### config.mk
export PLATFORM = sky130hd
export DESIGN_NAME = flash_poll_ctrl
export DESIGN_NICKNAME = d
export VERILOG_FILES = /design/src/rtl/fpoll_pkg.sv /design/src/rtl/poll_status_decode.sv /design/src/rtl/poll_budget_cnt.sv /design/src/rtl/flash_poll_ctrl.sv
export SDC_FILE = /design/constraint.sdc
export NUM_CORES = 1
export LEC_CHECK = 0
export CAP_MARGIN = 40
export CORE_MARGIN = 2
export CORE_UTILIZATION = 45
export DETAILED_ROUTE_END_ITERATION = 8
export PLACE_DENSITY = 0.79
export SYNTH_ARGS = -nofsm -noshare
export SYNTH_HDL_FRONTEND = slang
export SYNTH_HIERARCHICAL = 1
export SYNTH_SLANG_ARGS = --single-unit
export TNS_END_PERCENT = 5
### constraint.sdc
create_clock -name clk -period 2.1 [get_ports clk]
set_input_delay 0.42 -clock clk [delete_from_list [all_inputs] [get_ports clk]]
set_output_delay 0.42 -clock clk [all_outputs]
set_load 0.005 [all_outputs]
### src/rtl/fpoll_pkg.sv
package fpoll_pkg;
    typedef enum logic [1:0] {
        ST_IDLE  = 2'd0,
        ST_POLL  = 2'd1,
        ST_RECHK = 2'd2,
        ST_CONF  = 2'd3
    } fp_state_e;
endpackage

### src/rtl/poll_status_decode.sv
module poll_status_decode #(
    parameter int DATA_W   = 8,
    parameter int FLAG_BIT = 7,
    parameter int TOUT_BIT = 5
) (
    input  logic              is_erase,
    input  logic              exp_flag,
    input  logic [DATA_W-1:0] rdata,
    output logic              complete,
    output logic              overtime
);
    logic want_flag;

    always_comb begin
        want_flag = is_erase ? 1'b1 : exp_flag;
        complete  = (rdata[FLAG_BIT] == want_flag);
        overtime  = rdata[TOUT_BIT];
    end
endmodule

### src/rtl/poll_budget_cnt.sv
module poll_budget_cnt #(
    parameter int MAX_POLLS = 16
) (
    input  logic clk,
    input  logic rst_n,
    input  logic clr,
    input  logic inc,
    output logic last
);
    localparam int CNT_W = $clog2(MAX_POLLS + 1);
    localparam logic [CNT_W-1:0] LAST_VAL = CNT_W'(MAX_POLLS - 1);
    localparam logic [CNT_W-1:0] TOP_VAL  = CNT_W'(MAX_POLLS);

    logic [CNT_W-1:0] cnt_d, cnt_q;

    always_comb begin
        cnt_d = cnt_q;
        if (clr)
            cnt_d = '0;
        else if (inc && cnt_q != TOP_VAL)
            cnt_d = cnt_q + 1'b1;
        last = (cnt_q == LAST_VAL);
    end

    always_ff @(posedge clk) begin
        if (!rst_n) cnt_q <= '0;
        else        cnt_q <= cnt_d;
    end


    budget_bound_chk: assert property (@(posedge clk) disable iff (!rst_n)
        cnt_q <= TOP_VAL);
endmodule

### src/rtl/flash_poll_ctrl.sv
module flash_poll_ctrl
    import fpoll_pkg::*;
#(
    parameter int ADDR_W    = 18,
    parameter int DATA_W    = 8,
    parameter int MAX_POLLS = 16
) (
    input  logic              clk,
    input  logic              rst_n,
    input  logic              start_i,
    input  logic              op_erase_i,
    input  logic [ADDR_W-1:0] addr_i,
    input  logic [DATA_W-1:0] expect_i,
    output logic              bus_req_o,
    output logic [ADDR_W-1:0] bus_addr_o,
    input  logic              bus_ack_i,
    input  logic [DATA_W-1:0] bus_rdata_i,
    output logic              done_o,
    output logic              pass_o,
    output logic              fail_o
);
    localparam logic [DATA_W-1:0] ERASED = '1;

    typedef struct packed {
        fp_state_e         st;
        logic [ADDR_W-1:0] addr;
        logic [DATA_W-1:0] exp;
        logic              erase;
        logic              done;
        logic              pass;
        logic              fail;
    } regs_t;

    regs_t r_d, r_q;
    logic  cnt_clr, cnt_inc, cnt_last;
    logic  stat_complete, stat_overtime;

    poll_status_decode #(.DATA_W(DATA_W)) u_dec (
        .is_erase (r_q.erase),
        .exp_flag (r_q.exp[7]),
        .rdata    (bus_rdata_i),
        .complete (stat_complete),
        .overtime (stat_overtime)
    );

    poll_budget_cnt #(.MAX_POLLS(MAX_POLLS)) u_budget (
        .clk   (clk),
        .rst_n (rst_n),
        .clr   (cnt_clr),
        .inc   (cnt_inc),
        .last  (cnt_last)
    );

    always_comb begin
        r_d     = r_q;
        r_d.done = 1'b0;
        cnt_clr = 1'b0;
        cnt_inc = 1'b0;
        unique case (r_q.st)
            ST_IDLE: begin
                if (start_i) begin
                    r_d.st    = ST_POLL;
                    r_d.addr  = addr_i;
                    r_d.erase = op_erase_i;
                    r_d.exp   = op_erase_i ? ERASED : expect_i;
                    r_d.pass  = 1'b0;
                    r_d.fail  = 1'b0;
                    cnt_clr   = 1'b1;
                end
            end
            ST_POLL: begin
                if (bus_ack_i) begin
                    cnt_inc = 1'b1;
                    if (stat_complete) begin
                        r_d.st = ST_CONF;
                    end else if (stat_overtime) begin
                        r_d.st = ST_RECHK;
                    end else if (cnt_last) begin
                        r_d.st   = ST_IDLE;
                        r_d.done = 1'b1;
                        r_d.fail = 1'b1;
                    end
                end
            end
            ST_RECHK: begin
                if (bus_ack_i) begin
                    if (stat_complete) begin
                        r_d.st = ST_CONF;
                    end else begin
                        r_d.st   = ST_IDLE;
                        r_d.done = 1'b1;
                        r_d.fail = 1'b1;
                    end
                end
            end
            ST_CONF: begin
                if (bus_ack_i) begin
                    r_d.st   = ST_IDLE;
                    r_d.done = 1'b1;
                    r_d.pass = (bus_rdata_i == r_q.exp);
                    r_d.fail = (bus_rdata_i != r_q.exp);
                end
            end
            default: r_d.st = ST_IDLE;
        endcase
    end

    always_ff @(posedge clk) begin
        if (!rst_n) begin
            r_q.st    <= ST_IDLE;
            r_q.addr  <= '0;
            r_q.exp   <= '0;
            r_q.erase <= 1'b0;
            r_q.done  <= 1'b0;
            r_q.pass  <= 1'b0;
            r_q.fail  <= 1'b0;
        end else begin
            r_q <= r_d;
        end
    end

    assign bus_req_o  = (r_q.st != ST_IDLE);
    assign bus_addr_o = r_q.addr;
    assign done_o     = r_q.done;
    assign pass_o     = r_q.pass;
    assign fail_o     = r_q.fail;


    done_verdict_chk: assert property (@(posedge clk) disable iff (!rst_n)
        done_o |-> (pass_o ^ fail_o));

    done_pulse_chk: assert property (@(posedge clk) disable iff (!rst_n)
        done_o |=> !done_o);

    done_after_ack_chk: assert property (@(posedge clk) disable iff (!rst_n)
        $rose(done_o) |-> $past(bus_ack_i));

    req_hold_chk: assert property (@(posedge clk) disable iff (!rst_n)
        (bus_req_o && !bus_ack_i) |=> (bus_req_o && $stable(bus_addr_o)));

    req_drop_chk: assert property (@(posedge clk) disable iff (!rst_n)
        done_o |-> !bus_req_o);

    ack_needs_req_chk: assert property (@(posedge clk) disable iff (!rst_n)
        bus_ack_i |-> bus_req_o);

    verdict_hold_chk: assert property (@(posedge clk) disable iff (!rst_n)
        (!done_o && !bus_req_o && !$past(start_i)) |-> ($stable(pass_o) && $stable(fail_o)));
endmodule

# After elaboration in Yosys (flattened, before gate mapping)
# Cells that the tools add are included.
[totals]
register_bits = 37
latch_bits = 0
ram_bits = 0
rom_bits = 0
input_bits = 39
output_inout_bits = 22
wordCells = 68
memories = 0
[op_classes]
addsub = 1
multipliers = 0
div = 0
n_lt_le_gt_ge = 0
n_eq_ne = 17
shift = 0
muxes = 32
n_bitwise = 1
reduce_logical = 9
[ops]
columns = ["cell", "count"]
rows = [
  ["$mux 29", 1],
  ["$mux 1", 17],
  ["$mux 2", 8],
  ["$ne 2x2->1 const B", 8],
  ["$eq 8x8->1", 1],
  ["$mux 8", 1],
  ["$ne 8x8->1", 1],
  ["$pmux 2 s4", 1],
  ["$reduce_and 8->1", 1],
  ["$add 5x1->5 const B", 1],
  ["$eq 5x4->1 const B", 1],
  ["$ne 5x5->1 const B", 1],
  ["$reduce_and 5->1", 1],
  ["$eq 2x2->1 const B", 2],
  ["$ne 4x4->1 const B", 1],
  ["$pmux 1 s4", 1],
  ["$reduce_bool 2->1", 2],
  ["$mux 3", 1],
  ["$pmux 1 s3", 1],
  ["$reduce_and 3->1", 1],
  ["$eq 2x1->1 const B", 1],
  ["$logic_not 2->1", 1],
  ["$pmux 1 s2", 1],
  ["$reduce_and 2->1", 1],
  ["other kinds (4)", 4],
]

# Longest topological paths before layout
[depth]
depth_word = 6
mapped_depth = 8
depth_no_buf = 7

# Cells and area by module
# Netlist, hierarchy kept.
[modules_own_cells]
columns = ["module", "instances", "cells_per_inst", "area_per_inst_um2"]
rows = [
  ["flash_poll_ctrl", 1, 191, 1527.7],
  ["poll_budget_cnt", 1, 30, 291.5],
  ["poll_status_decode", 1, 3, 20.0],
]

# Least setup slack after synthesis
# OpenSTA, ideal clock, no wires.
[synth_timing]
path_type = "reg-to-reg"
from = "register r_q[30] (netlist bit)"
to = "register u_budget.cnt_q[4]"
setup_ps = 74
arrival_ps = 1560
slack_ps = 466
path_stages_with_launch = 9
path_buffers = 1
period_less_slack_ps = 1634
path_cell_list = "dfxtp_1 -> inv_1 -> ha_1 -> nand2_1 -> inv_2 -> buf_2 -> nor2b_2 -> o21ai_0 -> a31oi_1"
[synth_via]
elab_chain_cells = 3
elab_cells_between_ends = 6
classes_between = "eq/ne (1); mux (2); reduce/logical (3)"
[synth_rtl]
columns = ["element", "line_no", "text"]
rows = [
  ["start: declaration", "flash_poll_ctrl.sv:34", "regs_t r_d, r_q;"],
  ["start signal: assignment", "flash_poll_ctrl.sv:118", "r_q <= r_d;"],
  ["$logic_not 2->1", "flash_poll_ctrl.sv:59", "unique case (r_q.st)"],
  ["$mux 1", "flash_poll_ctrl.sv:59", ""],
  ["net cnt_clr", "flash_poll_ctrl.sv:35", "logic cnt_clr, cnt_inc, cnt_last;"],
  ["$reduce_or 2->1 (no line)", "n/a", ""],
  ["end signal: assignment", "poll_budget_cnt.sv:27", "else cnt_q <= cnt_d;"],
  ["end: declaration", "poll_budget_cnt.sv:14", "logic [CNT_W-1:0] cnt_d, cnt_q;"],
]
# The timed path passes the listed nets, and every way through them passes these cells.
# A chain may end at the register's enable or synchronous reset.

# Worst setup path in the final report
[layout_timing]
from = "register r_q[30] (netlist bit)"
to = "output bus_req_o"
[layout_via]
elab_chain_cells = 1
[layout_rtl]
columns = ["element", "line_no", "text"]
rows = [
  ["$reduce_bool 2->1", "flash_poll_ctrl.sv:122", "assign bus_req_o = (r_q.st != ST_IDLE);"],
  ["end: declaration", "flash_poll_ctrl.sv:14", "output logic bus_req_o,"],
]
# Every way passes these cells.

==> reports/metrics.yaml <==
outcome: "complete, no violations"
hpwl_um: 2830
end_kind: "output port"
grt_max_degree: 28
post_cts_resized: 0
grt_use_total: 0.179
power_switching_share: 0.288
netlist-cell-type-count: 34
mostFrequentLayoutCells: "60 x clkdlybuf4s50_1, 48 x nand2_1, 37 x dfxtp_1"
fin_skew_ns: 0.00342
cts-root-buf: "clkbuf_8"
hp-start: "bus_addr_o[9]"
synth_warnings: 6
p_sw_w: 0.000517
tightestPinTransition_ns: 0.537
die_w_um: 67.9
fmax_mhz: 504
drive_gt1_frac: 0.0818
syn_area_per_cell_sq_um: 8.21
cp_common_cell: "inv_1"
path_max_fanout: 4
clock_latency_ns: 0.29
pwr-share-seq: 0.447
area_growth_pct: 34.8
power_density_nw_per_um2: 724
setup_slack_ns: 0.118
place_ws_ns: 0.0755
slowest_delay_ns: 0.49
placed_area_sq_um: 2390
max_cap_violations: 0
drt_pass1_iterations: 4
final_common_cell: "clkdlybuf4s50_1"
cp.arrival_ns: 1.56
p_leak_nw: 0.951
rr_startpoint: "u_budget/cnt_q[0]"
postSynthCellCount: 224
cp_data_required_time_ns: 1.68
yosysTopAreaCell: "dfxtp_1"
place.gp.congestion: 0.842
routed_wl_um: 3780
finalNetCount: 316
min_path_type: "reg -> reg"
start_util: 0.463
ant_nets: 0
avgRoutedWirePerCell_um: 11.9
fill_cells: 371
grt_overflow_total: 0
vias: 1563
synth_flop_cell: "dfxtp_1"
power_w: 0.00180
synth_seq_area_share: 0.403
path_class: "reg -> out"
final_cells: 319
die_area_sq_um: 4610
grt_pass1_vias: 1433
path_buf_inv: 3
syn_area_sq_um: 1840
synth_nets: 271
slew_headroom: 0.641
combPwrFrac: 0.269
period_needed_ns: 1.98
clk_path_buf_depth: 2
dp.cells: 312
ios: 61
path_clk_slew_ns: 0.07
grt_pass1_wl_um: 6160
synth_top_area_share: 0.403
num_antenna_cells: 0
rsz0062_at_grt: "false"
core_area_sq_um: 3970
synth_edf_count: 0
setup_viol: 0
p_clk_frac: 0.284
critPathTopFamily: "buffers and inverters"
cts_hold_buf: 0
cts_buffers: 5
hold_viol: 0
intPower_w: 0.00128
antenna_found_initial: 0
finalCritPeriodShare: 0.944
cts_setup_buffers: 0
drc: 0
vdd_drop_max_mv: 0.435
cp_slowest_cell: "clkdlybuf4s50_1"
slew_violations: 0
clkSinkCount: 37
drtIter0Drc: 41
setup.worst_path.start_class: "flop"
synthTopCellsByArea: "dfxtp_1 40%, nand2_1 9.8%, buf_4 7.8%, a21oi_1 6.0%, ha_1 5.4%"
cts_tree: "yes"
viasPerCell: 4.90
row_count: 23
io_buffers: 60
async_reset_ff_frac: 0
worstPathCellList: "inv_1 > ha_1 > inv_1 > clkdlybuf4s50_1"
fin_area_sq_um: 2480
crit_path_start: "r_q[30]"
yosys_register_bits: 37
cts-htree-levels: 2
die_y_um: 67.9
setup_tns_ns: 0
[worst min-delay path, delay by kind of cell (launching register included)]
kind	cells	cell delay, ns
flip-flops	1	0.31
AND/OR/NAND/NOR	1	0.05
AO/OA/AOI/OAI	1	0.05
[through the flow]
step / hold WS [ns] / util
final: 0.454 / 0.624
after global routing: 0.479 / 0.624
after CTS: 0.456 / 0.624
after detailed placement: 0.447 / 0.602
after global placement: 0.441 / 0.602
after floorplan: 0.437 / -
[synthesized netlist by cell type, types with 2 or more instances]
cell      instances
o21ai_0           2
o21ai_1           2
a211oi_1          2
nand2b_1          2
nand2_1          48
buf_2             2
nor3b_1           2
nand3_1           2
xor2_1           11
nor2_1           12
ha_1              8
nor3_1           17
inv_2             2
a21oi_1          22
a31oi_1           2
mux2i_1           2
dfxtp_1          37
nor4_1            2
buf_4            19
inv_1             8
nand4_1           2
clkbuf_1          6
[cells by family (layout without fill, tap and decap cells)]
family	after synthesis	in the layout	share of synthesized area
and+or+nand+nor	94	94	0.245
DFF	37	37	0.403
buffers and inverters	37	82	0.116
AOI/OAI and AO/OA	35	35	0.119
xor gates and xnor gates	11	11	0.0524
adders and majority gates	8	8	0.0544
muxes	2	2	0.0109
[layer usage]
metal | routed length, um | vias to the layer above | global-route usage
li1 | - | 814 | -
met3 | 259 | 4 | 0.0674
met5 | 0 | - | 0
met2 | 1820 | 42 | 0.302
met1 | 1660 | 703 | 0.205
met4 | 44 | 0 | 0.0675
[layout make-up]
| type | instances | area, sq um | share of cell area |
|---|---|---|---|
| clock inverters | 1 | 7.51 | 0.00303 |
| well taps | 50 | 62.6 | 0.0252 |
| clock buffers | 6 | 82.6 | 0.0333 |
| flip-flops and latches | 37 | 741 | 0.299 |
| inverters | 10 | 37.5 | 0.0151 |
| multi-input cells | 150 | 886 | 0.357 |
| repair buffers | 65 | 663 | 0.267 |
[flip-flops by register name, summed over array words and instances (netlist names)]
name and count:
bus_addr_o 18, done_o 1, fail_o 1, pass_o 1, r_q 11, u_budget/cnt_q 5
[power by group through the flow]
stage	registers, W	logic [W]	clock network, W
floorplan	0.000811	0.000306	0
global placement	0.000815	0.000480	0
detailed placement	0.000818	0.000488	0
CTS	0.000803	0.000490	0.000523
global route	0.000809	0.000540	0.000551
finish	0.000803	0.000484	0.000510
[worst paths after layout]
path / to / slack [ns] / depth (start not counted)
max: bus_req_o / 0.12 / 4
max reg2reg: done_o / 0.33 / 7
min reg2reg: bus_addr_o[9] / 0.45 / 2
min: bus_addr_o[9] / 0.45 / 2
No activity file was read; power rests on OpenSTA's default activity.
